### src/rtl/caldiv_pkg.sv
package caldiv_pkg;
  localparam int CAL_W = 5;

  typedef struct packed {
    logic             pos;
    logic [CAL_W-1:0] mag;
  } cal_t;
endpackage

### src/rtl/caldiv_div.sv
module caldiv_div #(
  parameter int PRE_W = 8,
  parameter int HI_W  = 7
) (
  input  logic clk_i,
  input  logic rst_ni,
  input  logic adv_i,
  input  logic alter_pos_i,
  input  logic alter_neg_i,
  output logic sec_end_o
);
  localparam logic [PRE_W:0]  PRE_MAX  = (PRE_W+1)'((1 << PRE_W) - 1);
  localparam logic [PRE_W:0]  PRE_LONG = (PRE_W+1)'((1 << PRE_W) - 1 + (1 << (PRE_W-1)));
  localparam logic [HI_W-1:0] HI_MAX   = '1;

  logic [PRE_W:0]  pre_q;
  logic [HI_W-1:0] hi_q;
  logic            last_stage, pre_wrap;
  logic [PRE_W:0]  pre_term;

  // positive: skip one prescale period; negative: stretch the final one by half
  assign last_stage = alter_pos_i ? (hi_q == HI_MAX - 1'b1) : (hi_q == HI_MAX);
  assign pre_term   = (alter_neg_i && hi_q == HI_MAX) ? PRE_LONG : PRE_MAX;
  assign pre_wrap   = (pre_q == pre_term);
  assign sec_end_o  = adv_i && pre_wrap && last_stage;

  always_ff @(posedge clk_i or negedge rst_ni) begin
    if (!rst_ni) begin
      pre_q <= '0;
      hi_q  <= '0;
    end else if (adv_i) begin
      if (pre_wrap) begin
        pre_q <= '0;
        hi_q  <= last_stage ? '0 : hi_q + 1'b1;
      end else begin
        pre_q <= pre_q + 1'b1;
      end
    end
  end
endmodule

### src/rtl/caldiv_sched.sv
module caldiv_sched
  import caldiv_pkg::*;
#(
  parameter int SEC_PER_MIN = 60
) (
  input  logic           clk_i,
  input  logic           rst_ni,
  input  logic           sec_end_i,
  input  logic [CAL_W:0] cal_i,
  output logic           alter_pos_o,
  output logic           alter_neg_o
);
  localparam int SEC_W = (SEC_PER_MIN > 2) ? $clog2(SEC_PER_MIN) : 1;
  localparam int MIN_W = CAL_W + 1;
  localparam logic [SEC_W-1:0] SEC_LAST = SEC_W'(SEC_PER_MIN - 1);

  logic [SEC_W-1:0] sec_q;
  logic [MIN_W-1:0] min_q;
  cal_t             cal_q;
  logic             alter;

  assign alter       = (sec_q == '0) && (min_q < {cal_q.mag, 1'b0});
  assign alter_pos_o = alter && cal_q.pos;
  assign alter_neg_o = alter && !cal_q.pos;

  always_ff @(posedge clk_i or negedge rst_ni) begin
    if (!rst_ni) begin
      sec_q <= '0;
      min_q <= '0;
      cal_q <= '0;
    end else if (sec_end_i) begin
      if (sec_q == SEC_LAST) begin
        sec_q <= '0;
        min_q <= min_q + 1'b1;
        cal_q <= cal_t'(cal_i);
      end else begin
        sec_q <= sec_q + 1'b1;
      end
    end
  end
endmodule

### src/rtl/caldiv_pin.sv
module caldiv_pin #(
  parameter int FT_HALF_W = 5
) (
  input  logic clk_i,
  input  logic rst_ni,
  input  logic adv_i,
  input  logic ftest_i,
  input  logic out_level_i,
  output logic pin_low_o
);
  logic ft_q;

  generate
    if (FT_HALF_W == 0) begin : g_direct
      always_ff @(posedge clk_i or negedge rst_ni) begin
        if (!rst_ni)    ft_q <= 1'b0;
        else if (adv_i) ft_q <= ~ft_q;
      end
    end else begin : g_count
      logic [FT_HALF_W-1:0] cnt_q;
      always_ff @(posedge clk_i or negedge rst_ni) begin
        if (!rst_ni) begin
          cnt_q <= '0;
          ft_q  <= 1'b0;
        end else if (adv_i) begin
          cnt_q <= cnt_q + 1'b1;
          if (cnt_q == '1) ft_q <= ~ft_q;
        end
      end
    end
  endgenerate

  assign pin_low_o = ftest_i ? ft_q : !out_level_i;
endmodule

### src/rtl/caldiv_unit.sv
module caldiv_unit
  import caldiv_pkg::*;
#(
  parameter int PRE_W       = 8,
  parameter int HI_W        = 7,
  parameter int SEC_PER_MIN = 60,
  parameter int FT_HALF_W   = 5
) (
  input  logic           clk_i,
  input  logic           rst_ni,
  input  logic           osc_en_i,
  input  logic [CAL_W:0] cal_i,
  input  logic           stop_i,
  input  logic           ftest_i,
  input  logic           out_level_i,
  output logic           tick_o,
  output logic           pin_low_o
);
  logic adv, sec_end, alter_pos, alter_neg, tick_q;

  assign adv = osc_en_i && !stop_i;

  caldiv_div #(.PRE_W(PRE_W), .HI_W(HI_W)) u_div (
    .clk_i, .rst_ni, .adv_i(adv),
    .alter_pos_i(alter_pos), .alter_neg_i(alter_neg),
    .sec_end_o(sec_end)
  );

  caldiv_sched #(.SEC_PER_MIN(SEC_PER_MIN)) u_sched (
    .clk_i, .rst_ni, .sec_end_i(sec_end), .cal_i,
    .alter_pos_o(alter_pos), .alter_neg_o(alter_neg)
  );

  caldiv_pin #(.FT_HALF_W(FT_HALF_W)) u_pin (
    .clk_i, .rst_ni, .adv_i(adv), .ftest_i, .out_level_i, .pin_low_o
  );

  always_ff @(posedge clk_i or negedge rst_ni) begin
    if (!rst_ni) tick_q <= 1'b0;
    else         tick_q <= sec_end;
  end

  assign tick_o = tick_q;
endmodule

### config.mk
export PLATFORM = sky130hd
export DESIGN_NAME = caldiv_unit
export DESIGN_NICKNAME = d
export VERILOG_FILES = /design/src/rtl/caldiv_pkg.sv /design/src/rtl/caldiv_div.sv /design/src/rtl/caldiv_sched.sv /design/src/rtl/caldiv_pin.sv /design/src/rtl/caldiv_unit.sv
export SDC_FILE = /design/constraint.sdc
export NUM_CORES = 1
export LEC_CHECK = 0
export ABC_AREA = 1
export CORE_UTILIZATION = 50
export DETAILED_ROUTE_END_ITERATION = 10
export PLACE_DENSITY = 0.83
export SLEW_MARGIN = 5
export SYNTH_ARGS = -nofsm -noshare
export SYNTH_HDL_FRONTEND = slang
export SYNTH_SLANG_ARGS = --single-unit
### constraint.sdc
create_clock -name clk_i -period 1.65 [get_ports clk_i]
set_input_delay 0.33 -clock clk_i [delete_from_list [all_inputs] [get_ports clk_i]]
set_output_delay 0.33 -clock clk_i [all_outputs]
set_load 0.01 [all_outputs]
Word-level counts from Yosys, hierarchy flattened

Index checks and enable logic that the tools add are counted.

Equal/unequal tests: 5
Add/subtract/negate cells: 5
Reductions and logical operators: 14
$lt $le $gt $ge: 1
Bitwise gates (word level): 1
Multiplexer cells: 6

Operators by type and width:

| operator              | number |
|---|---|
| $mux W9               | 2 |
| $eq A7 B7 Y1 const B  | 2 |
| $add A6 B1 Y6 const B | 2 |
| $add A9 B1 Y9 const B | 1 |
| $eq A9 B9 Y1          | 1 |
| $add A7 B1 Y7 const B | 1 |
| $logic_and A1 B1 Y1   | 7 |
| $mux W7               | 1 |
| $eq A6 B6 Y1 const B  | 1 |
| $logic_not A6 Y1      | 1 |
| $lt A6 B6 Y1          | 1 |
| $mux W6               | 1 |
| $reduce_and A2 Y1     | 3 |
| $add A5 B1 Y5 const B | 1 |
| $eq A5 B5 Y1 const B  | 1 |
| $logic_not A1 Y1      | 3 |
| $mux W1               | 2 |
| $not A1 Y1            | 1 |

Word-level logic and storage cells: 41
Input bits: 12
Output and inout bits: 2
Bits in registers: 41

Logic depth before layout (Yosys ltp)

Gate-level depths: netlist of run 1.

Depth after elaboration: 9
Gate-level depth with buffers: 15
Depth with buffers taken out: 15

Modules after synthesis

A second synthesis of run 1 with hierarchy kept.

Cells, all modules: 274
Area, all modules: 2308.5 sq um

By module, submodules not included:

| module       | seq. area each (sq um) | times used | area an instance (sq um) | cells each |
|---|---|---|---|---|
| caldiv_div   | 400.4                  | 1          | 989.7                    | 119 |
| caldiv_sched | 450.4                  | 1          | 983.4                    | 120 |
| caldiv_pin   | 150.1                  | 1          | 300.3                    | 32 |
| caldiv_unit  | 25.0                   | 1          | 35.0                     | 3 |

Worst setup path before layout of run 1

No wires, ideal clock.

Path type: register to register
Start point: register u_sched.min_q[3]
End point: register u_sched.min_q[3]
Data arrival time: 1654 ps
Setup slack: -121 ps
Buffers on the path: 0
Cell stages (with the launch flop): 14
Library setup time: 117 ps
Data required time: 1533 ps
Cells stage by stage: dfrtp_1 ha_1 nand2_1 inv_1 nand2_1 nand2_1 nand2_1 nand4_2 nand2_4 nand3_4 nor2_4 nand2_1 nand2_1 nand2_1

Longest elaborated chain between the ends: 9
Elaborated cells on any way between the ends: 12
Classes of those cells: add/sub (1); order compare (1); eq/ne (1); mux (2); reduce/logical (7)

RTL lines:

| element                          | line               | source |
|---|---|---|
| start: declaration               | caldiv_sched.sv:18 | `logic [MIN_W-1:0] min_q;` |
| start signal: assignment         | caldiv_sched.sv:34 | `min_q <= min_q + 1'b1;` |
| $lt A6 B6 Y1                     | caldiv_sched.sv:22 | `assign alter = (sec_q == '0) && (min_q < {cal_q.mag, 1'b0});` |
| $logic_and A1 B1 Y1              | caldiv_sched.sv:22 |  |
| $logic_and A1 B1 Y1              | caldiv_sched.sv:24 | `assign alter_neg_o = alter && !cal_q.pos;` |
| $logic_and A1 B1 Y1              | caldiv_div.sv:23   | `assign pre_term = (alter_neg_i && hi_q == HI_MAX) ? PRE_LONG : PRE_MAX;` |
| $mux W9                          | caldiv_div.sv:23   |  |
| $eq A9 B9 Y1                     | caldiv_div.sv:24   | `assign pre_wrap = (pre_q == pre_term);` |
| $logic_and A1 B1 Y1 (2 in a row) | caldiv_div.sv:25   | `assign sec_end_o = adv_i && pre_wrap && last_stage;` |
| $reduce_and A2 Y1 (no line)      | --                 |  |

Parallel ways exist; a longest one is shown, timed or not.
A chain may end at the register's enable or synchronous reset.

Final worst setup path of run 1

Start point: register u_sched.cal_q[4] (netlist name)
End point: register u_sched.cal_q[3] (netlist name)

Longest elaborated chain between the ends: 9
Elaborated cells on any way between the ends: 11
Classes of those cells: order compare (1); eq/ne (1); mux (2); reduce/logical (7)

RTL lines:

| element                         | line               | source |
|---|---|---|
| start: declaration              | caldiv_sched.sv:19 | `cal_t cal_q;` |
| start signal: assignment        | caldiv_sched.sv:35 | `cal_q <= cal_t'(cal_i);` |
| $lt A6 B6 Y1 (*)                | caldiv_sched.sv:22 |  |
| $logic_and A1 B1 Y1 (*)         | caldiv_sched.sv:22 |  |
| $logic_and A1 B1 Y1             | caldiv_sched.sv:24 |  |
| $logic_and A1 B1 Y1             | caldiv_div.sv:23   |  |
| $mux W9                         | caldiv_div.sv:23   |  |
| $eq A9 B9 Y1                    | caldiv_div.sv:24   |  |
| $logic_and A1 B1 Y1             | caldiv_div.sv:25   |  |
| $logic_and A1 B1 Y1 (*)         | caldiv_div.sv:25   |  |
| $reduce_and A2 Y1 (no line) (*) | --                 |  |

Mark *: on every way between the ends. The rest lies on a longest branch, timed or not.

==> results.md, run 1 <==
- Run status: finished with violations
- Failing checks: setup timing
- PortBufs: 13
- Clock Sinks: 41
- Synthesized area: roughly 2300 sq um
- Via density: between 5 and 6
- Share of the synthesized area in the top cell type: a little over two fifths
- Worst R2R Path Depth: 12
- Global-route wire length before repair: 9820 um
- Hold_ws: ~52 ps
- Reg clk slew, reported paths: ~80 ps
- Clock Tree Buf Depth: 2
- Placeable Area: 4410 sq um
- Storage element area: just over 1000 sq um
- Sequential-to-total area share from yosys stat: between 40% and 50%
- Top Ports: 14
- # setup viols final: 32
- # rows: 24
- Cts bufs inserted: 5
- Layout cells sized above 1: between 30% and 40%
- RSZ-0062 raised after global routing: true
- # H-tree levels: 2
- MaxCap Viol Count: 0
- CP Max Fanout: 8
- Worst EP required: between 1500 and 2000 ps
- Post-DR wirelength/cell: around 16 um
- Initial core utilization: a little over half
- Max frequency: around 0.5 GHz
- Synth Warn #: 0
- Worst min path class: input pin to async pin
- Leak pwr: between 0.0015 and 0.002 uW
- Switching share of power: 30.7%
- ANT cells: 0
- Comb pwr share: 17.7%
- Placed insts: 386
- Net Count, Synth: a little over 300
- Most common cell in the netlist: nand2_1
- Final ANT Viol Nets: 0
- Fillers: approximately 270
- Reg-to-Reg End: u_sched.cal_q[3]
- Clock power frac: roughly 28%
- Area of the multi-input gates: 1340 sq um
- Crit end category: register
- Fin crit share: 120%
- Die Wd: between 70 and 80 um
- Drt drc: 0
- Post-DP HPWL: 3670 um
- Sum of negative setup slack: -7950 ps
- Antenna violations before repair: 0
- Maximum vdd drop: ~0.8 mV
- Final hold violation count: 0
- Cell Count, Final, Fillers Out: between 400 and 500
- Synth Register Bits: 41
- Post-synth top cells: nand2_1 (79), dfrtp_1 (41), inv_1 (33), nand3_1 (24), nor2_1 (16)
- Synth Instances: between 200 and 300
- Fin crit period: 1980 ps
- Synth-to-layout area growth: 38.6%
- WP data arrival: approximately 2200 ps
- Vias: between 2000 and 2500
- Clock Latency Late Sink: around 290 ps
- Total track usage: between 20% and 30%
- Power density cells: roughly 730 nW/um^2
- Yosys cell types: 33
- Routability cong.: a little over 0.8
- Post-synth EDFFs: 0
- Final nets: about 380
- Die height: a little over 70 um
- WS Path Type: register to register
- Post-synth ARST share: between 90% and 100%
- Hold-fix buffers at CTS: 0
- Top FF cell, synth: dfrtp_1
- Final global-route overflow total: 0
- Sequential share of power: 53.9%
- Clock root cell: clkbuf_8
- Clock skew: 4.16 ps
- Reg2reg start: u_sched.cal_q[4]
- Largest net degree at the start of global routing: 29
- Startpoint type of the worst setup path: register
- Drt first pass iters: 6
- Full die area: a little under 5000 sq um
- CTS tree: yes
- Max-slew headroom: 56.5%
- Worst-Margin Slew: ~650 ps
- Final Slew Violations: 0
- Reg2reg setup slack: -330 ps
- Final WS setup: -328 ps
- Total Power: approximately 2400 uW
- Final Util: between 70% and 80%
- Largest cells by area after synthesis: dfrtp_1 (44%), nand2_1 (13%), ha_1 (6.4%), inv_1 (5.3%), nand3_1 (5.1%)
- P_sw: 730 uW
- Vias in the first global route: roughly 2200
- Mapped Avg Cell Area: between 8 and 9 sq um
- Drt total wl: 6710 um
- Initial detailed-routing violation count: just under 200
- Yosys top cell by area: dfrtp_1
- P_int: around 1600 uW
-- power by group through the flow --
stage / clock network, uW / logic, uW / registers [uW]
after floorplan: 0 / 247 / 1250
after global placement: 0 / 340 / 1270
after detailed placement: 0 / 371 / 1290
after CTS: 683 / 390 / 1270
after global routing: 724 / 463 / 1300
final: 675 / 420 / 1280
-- area by class of cell --
| cell class | instances | share of cell area [%] |
|---|---|---|
| Multi-Input combinational cell | 200 | 41.2 |
| Sequential cell | 41 | 31.7 |
| Timing Repair Buffer | 72 | 18.0 |
| Inverter | 38 | 4.48 |
| Clock buffer | 7 | 2.66 |
| Tap cell | 52 | 2.01 |
-- cells in the final DEF (no fill, tap or decap), drive strengths merged, types with 2 or more instances in the layout --
cell / netlist / layout
nand2: 84 / 84
buf: 2 / 60
dfrtp: 41 / 41
inv: 36 / 36
nand3: 25 / 25
nor2: 22 / 22
o21ai: 14 / 14
xor2: 13 / 13
ha: 12 / 12
clkdlybuf4s50: 0 / 11
a21oi: 9 / 9
clkbuf: 2 / 7
nand4: 7 / 7
nor3: 4 / 4
xnor2: 3 / 3
clkinv: 2 / 2
or2: 2 / 2
-- worst max-delay path by stage --
stage,cells past startpoint,slack [ps],start,endpoint
CTS,12,-200,u_sched.cal_q[4],u_sched.min_q[1]
detailed placement,11,-330,osc_en_i,u_sched.min_q[2]
global placement,8,-260,osc_en_i,u_div.pre_q[7]
floorplan,14,-120,u_sched.min_q[3],u_sched.min_q[3]
global route,14,-410,u_sched.cal_q[1],u_sched.cal_q[3]
finish,12,-330,u_sched.cal_q[4],u_sched.cal_q[3]
-- timing repair --
action | CTS | global route
buffers inserted | 10 | 7
pin swaps | 13 | 19
endpoints found under the setup margin | 33 | 33
resized for setup | 29 | 31
-- metrics by stage --
stage / instance area [sq um] / setup slack, ps
3_5_place_dp: 2830 / -327
4_1_cts: 3080 / -202
2_1_floorplan: 2340 / -119
5_1_grt: 3240 / -414
3_3_place_gp: 2830 / -263
6_report: 3240 / -328
-- sequential cells by signal, indices dropped and copies added, names as in the netlist --
register	cells
u_div.pre_q	9
u_div.hi_q	7
u_sched.cal_q	6
u_sched.min_q	6
u_sched.sec_q	6
u_pin.g_count.cnt_q	5
tick_o	1
u_pin.ft_q	1
-- layer usage --
metal / wire length, um / share of wire, % / GRT usage [%] / up-vias
li1: - / - / - / 1048
met2: 3480 / 52 / 43.7 / 122
met4: 154 / 2.3 / 8.67 / 0
met1: 2670 / 40 / 31.3 / 1082
met5: 0 / 0 / 0 / -
met3: 412 / 6.1 / 4.47 / 22
-- worst max-delay path, stage by stage, from the launching register on --
cell,delay (ps)
dfrtp_1,410
inv_2,90
ha_4,210
nand2_4,70
nand3_4,70
nor2_4,210
nand3_2,110
nand2_2,110
nand2_4,110
nor2_8,200
buf_6,160
nand3_1,80
nand2_1,90
-- cell families after synthesis --
family / count (synthesis) / synth area share, %
AO/OA/AOI/OAI: 25 / 5.51
buffers and inverters: 42 / 7.12
flip-flops: 41 / 43.9
XOR/XNOR: 16 / 5.99
AND/OR/NAND/NOR: 147 / 31.1
adder cells (fa/ha/maj): 12 / 6.42
(Power assumes the default switching activity.)
==> run 2, diff against run 1 <==
- SLEW_MARGIN: 5 -> 20
==> results of run 2 <==
Same layout as run 1: the final DEF is identical, and so are final timing and power.
==> run 3, diff against run 2 <==
- RECOVER_POWER: not set -> 25
==> run 3 against run 2 <==
The flow still finishes with violations (setup timing). First-iteration DRC count did not move. Largest cell class unchanged. Non-clock buffer count stayed put. Routed wire length stayed put. Sequential cell count unchanged. Via count barely moved. Worst setup slack unchanged. Fmax is the same. Global-route usage unchanged. Final area is the same. Total power is essentially flat. Die area unchanged. Worst hold slack better by 24 ps.
==> results.md, run 3 (synthesized netlist as in run 1, its figures left out) <==
- Run status: finished with violations (unchanged)
- Failing checks: setup timing (unchanged)
- Global-route wire length before repair: 9820 um (unchanged)
- Clock skew: 4.16 ps (unchanged)
- Placed insts: 386 (unchanged)
- WP data arrival: 2210 ps (about the same)
- Sequential share of power: 53.9% (about the same)
- Switching share of power: 30.7% (about the same)
- Worst EP required: 1880 ps (about the same)
- Final nets: 382 (unchanged)
- Vias in the first global route: 2155 (unchanged)
- Max-slew headroom: 51.5% (was 56.5%)
- Most used cell, CP: nand2_4 (unchanged)
- Fin crit share: 120% (unchanged)
- Total track usage: 25.2% (unchanged)
- Final ANT Viol Nets: 0 (unchanged)
- Reg clk slew, reported paths: 80 ps (about the same)
- Initial core utilization: 53.0% (unchanged)
- RSZ-0062 raised after global routing: true (unchanged)
- Layout cells sized above 1: 35.2% (unchanged)
- # setup viols final: 32 (unchanged)
- Clock root cell: clkbuf_8 (unchanged)
- Most common cell after layout, fill and taps aside: nand2_1 (unchanged)
- # rows: 24 (unchanged)
- Slowest CP cell: dfrtp_1 (unchanged)
- Die Wd: 70.4 um (unchanged)
- Power density cells: 734 nW/um^2 (about the same)
- Worst-Margin Slew: 727 ps (was 653 ps)
- Drt drc: 0 (unchanged)
- Drt total wl: 6710 um (unchanged)
- Worst R2R Path Depth: 12 (unchanged)
- Design area: 3240 sq um (unchanged)
- Clock power frac: 28.4% (about the same)
- P_int: 1650 uW (about the same)
- Fin crit period: 1980 ps (unchanged)
- Synth-to-layout area growth: 38.6% (unchanged)
- Leak pwr: 0.00171 uW (about the same)
- Comb pwr share: 17.7% (about the same)
- Clock Sinks: 41 (unchanged)
- PortBufs: 13 (unchanged)
- GR Layer Usage met1: 31.3% (unchanged)
- Total Power: 2380 uW (about the same)
- Maximum vdd drop: 0.801 mV (about the same)
- Antenna violations before repair: 0 (unchanged)
- Cts bufs inserted: 5 (unchanged)
- Startpoint type of the worst setup path: register (unchanged)
- Gr busiest metal: met2 (unchanged)
- P_sw: 730 uW (about the same)
- # H-tree levels: 2 (unchanged)
- CP Max Fanout: 8 (unchanged)
- Clock Latency Late Sink: 290 ps (about the same)
- Crit end category: register (unchanged)
- Drt first pass iters: 6 (unchanged)
- Number of flip-flops in the largest register: 9 (unchanged)
- Max frequency: 0.506 GHz (unchanged)
- Post-DR wirelength/cell: 16.4 um (unchanged)
- Hold-fix buffers at CTS: 0 (unchanged)
- Largest net degree at the start of global routing: 29 (unchanged)
- Worst min path class: input pin to async pin (unchanged)
- Full die area: 4950 sq um (unchanged)
- Placeable Area: 4410 sq um (unchanged)
- Clock Tree Buf Depth: 2 (unchanged)
- Routability cong.: 0.828 (unchanged)
- Biggest regs: u_div.pre_q x9, u_div.hi_q x7 (unchanged)
- Crit path cell chain: inv_2 > ha_4 > nand2_4 > nand3_4 > nor2_4 > nand3_2 > nand2_2 > nand2_4 > nor2_8 > buf_6 > nand3_1 > nand2_1 (unchanged)
- Final global-route overflow total: 0 (unchanged)
- Crit-path max cell delay: 410 ps (about the same)
- Cell Count, Final, Fillers Out: 410 (unchanged)
- GRT met3 Usage: 4.47% (unchanged)
- Reg-to-Reg End: u_sched.cal_q[3] (unchanged)
- Top reg by flops: u_div.pre_q (unchanged)
- Reg2reg start: u_sched.cal_q[4] (unchanged)
- M2 GR Usage: 43.7% (unchanged)
- Reg2reg setup slack: -330 ps (about the same)
- Final hold violation count: 0 (unchanged)
- MaxCap Viol Count: 0 (unchanged)
- CTS tree: yes (unchanged)
- Vias: 2275 (was 2274)
- Top Ports: 14 (unchanged)
- DP Worst Slack: -327 ps (unchanged)
- Die height: 70.4 um (unchanged)
- Area after DPL: 2830 sq um (unchanged)
- Post-DP HPWL: 3670 um (unchanged)
- Final Slew Violations: 0 (unchanged)
- Most frequent cells in the layout: nand2_1 (60), buf_4 (55), dfrtp_1 (41) (unchanged)
- Via density: 5.55 (about the same)
- Final WS setup: -328 ps (unchanged)
- Initial detailed-routing violation count: 194 (unchanged)
- ANT cells: 0 (unchanged)
- WS Path Type: register to register (unchanged)
## run 3: cell types whose count changed in the layout (fill, tap and decap cells not counted)
cell and delta:
buf_2 -1, clkbuf_2 +1
## run 3: metrics by stage
step                setup TNS [ps]  util (%)  hold WS, ps
floorplan                    -1590         -         34.4
global placement             -6190      64.0          389
detailed placement           -7610      64.0          393
CTS                          -4960      69.8         68.7
global route                -10530      73.4          129
finish                       -7950      73.4         75.4
## run 3: power by group through the flow
| stage | combinational [uW] | sequential [uW] | clock, uW |
|---|---|---|---|
| after floorplan | 247 | 1250 | 0 |
| after global placement | 340 | 1270 | 0 |
| after detailed placement | 371 | 1290 | 0 |
| after CTS | 390 | 1270 | 683 |
| after global routing | 462 | 1300 | 724 |
| final | 420 | 1280 | 675 |
## run 3: timing repair
item,4_1_cts,5_1_grt
gates resized for setup,29,31
setup endpoints to repair,33,33
setup buffers,10,7
pin swaps,13,19
## run 3: layout make-up
type / instances / area [sq um]
multi-input cells: 200 / 1340
fillers: 265 / 1170
flip-flops and latches: 41 / 1030
repair buffers: 72 / 582
inverters: 38 / 145
clock buffers: 7 / 86.3
well taps: 52 / 65.1
## run 3: worst max path at each step
stage                     startpoint          endpoint  slack [ps]  cells past startpoint
floorplan           u_sched.min_q[3]  u_sched.min_q[3]        -120                     14
global placement            osc_en_i    u_div.pre_q[7]        -260                      8
detailed placement          osc_en_i  u_sched.min_q[2]        -330                     11
CTS                 u_sched.cal_q[4]  u_sched.min_q[1]        -200                     12
global route        u_sched.cal_q[1]  u_sched.cal_q[3]        -410                     14
finish              u_sched.cal_q[4]  u_sched.cal_q[3]        -330                     12
## run 3: layer usage
layer  part of all wire [%]  up-vias
met1                     40     1083
met4                    2.3        0
li1                       -     1048
met3                    6.1       22
met2                     52      122
met5                      0        -
## run 3: worst max-delay path: cells and delay by family, from the launching register on
kind | cells | cell delay (ps)
flops | 1 | 410
fa+ha+maj | 1 | 210
simple gates | 9 | 1050
buf+inv | 2 | 250
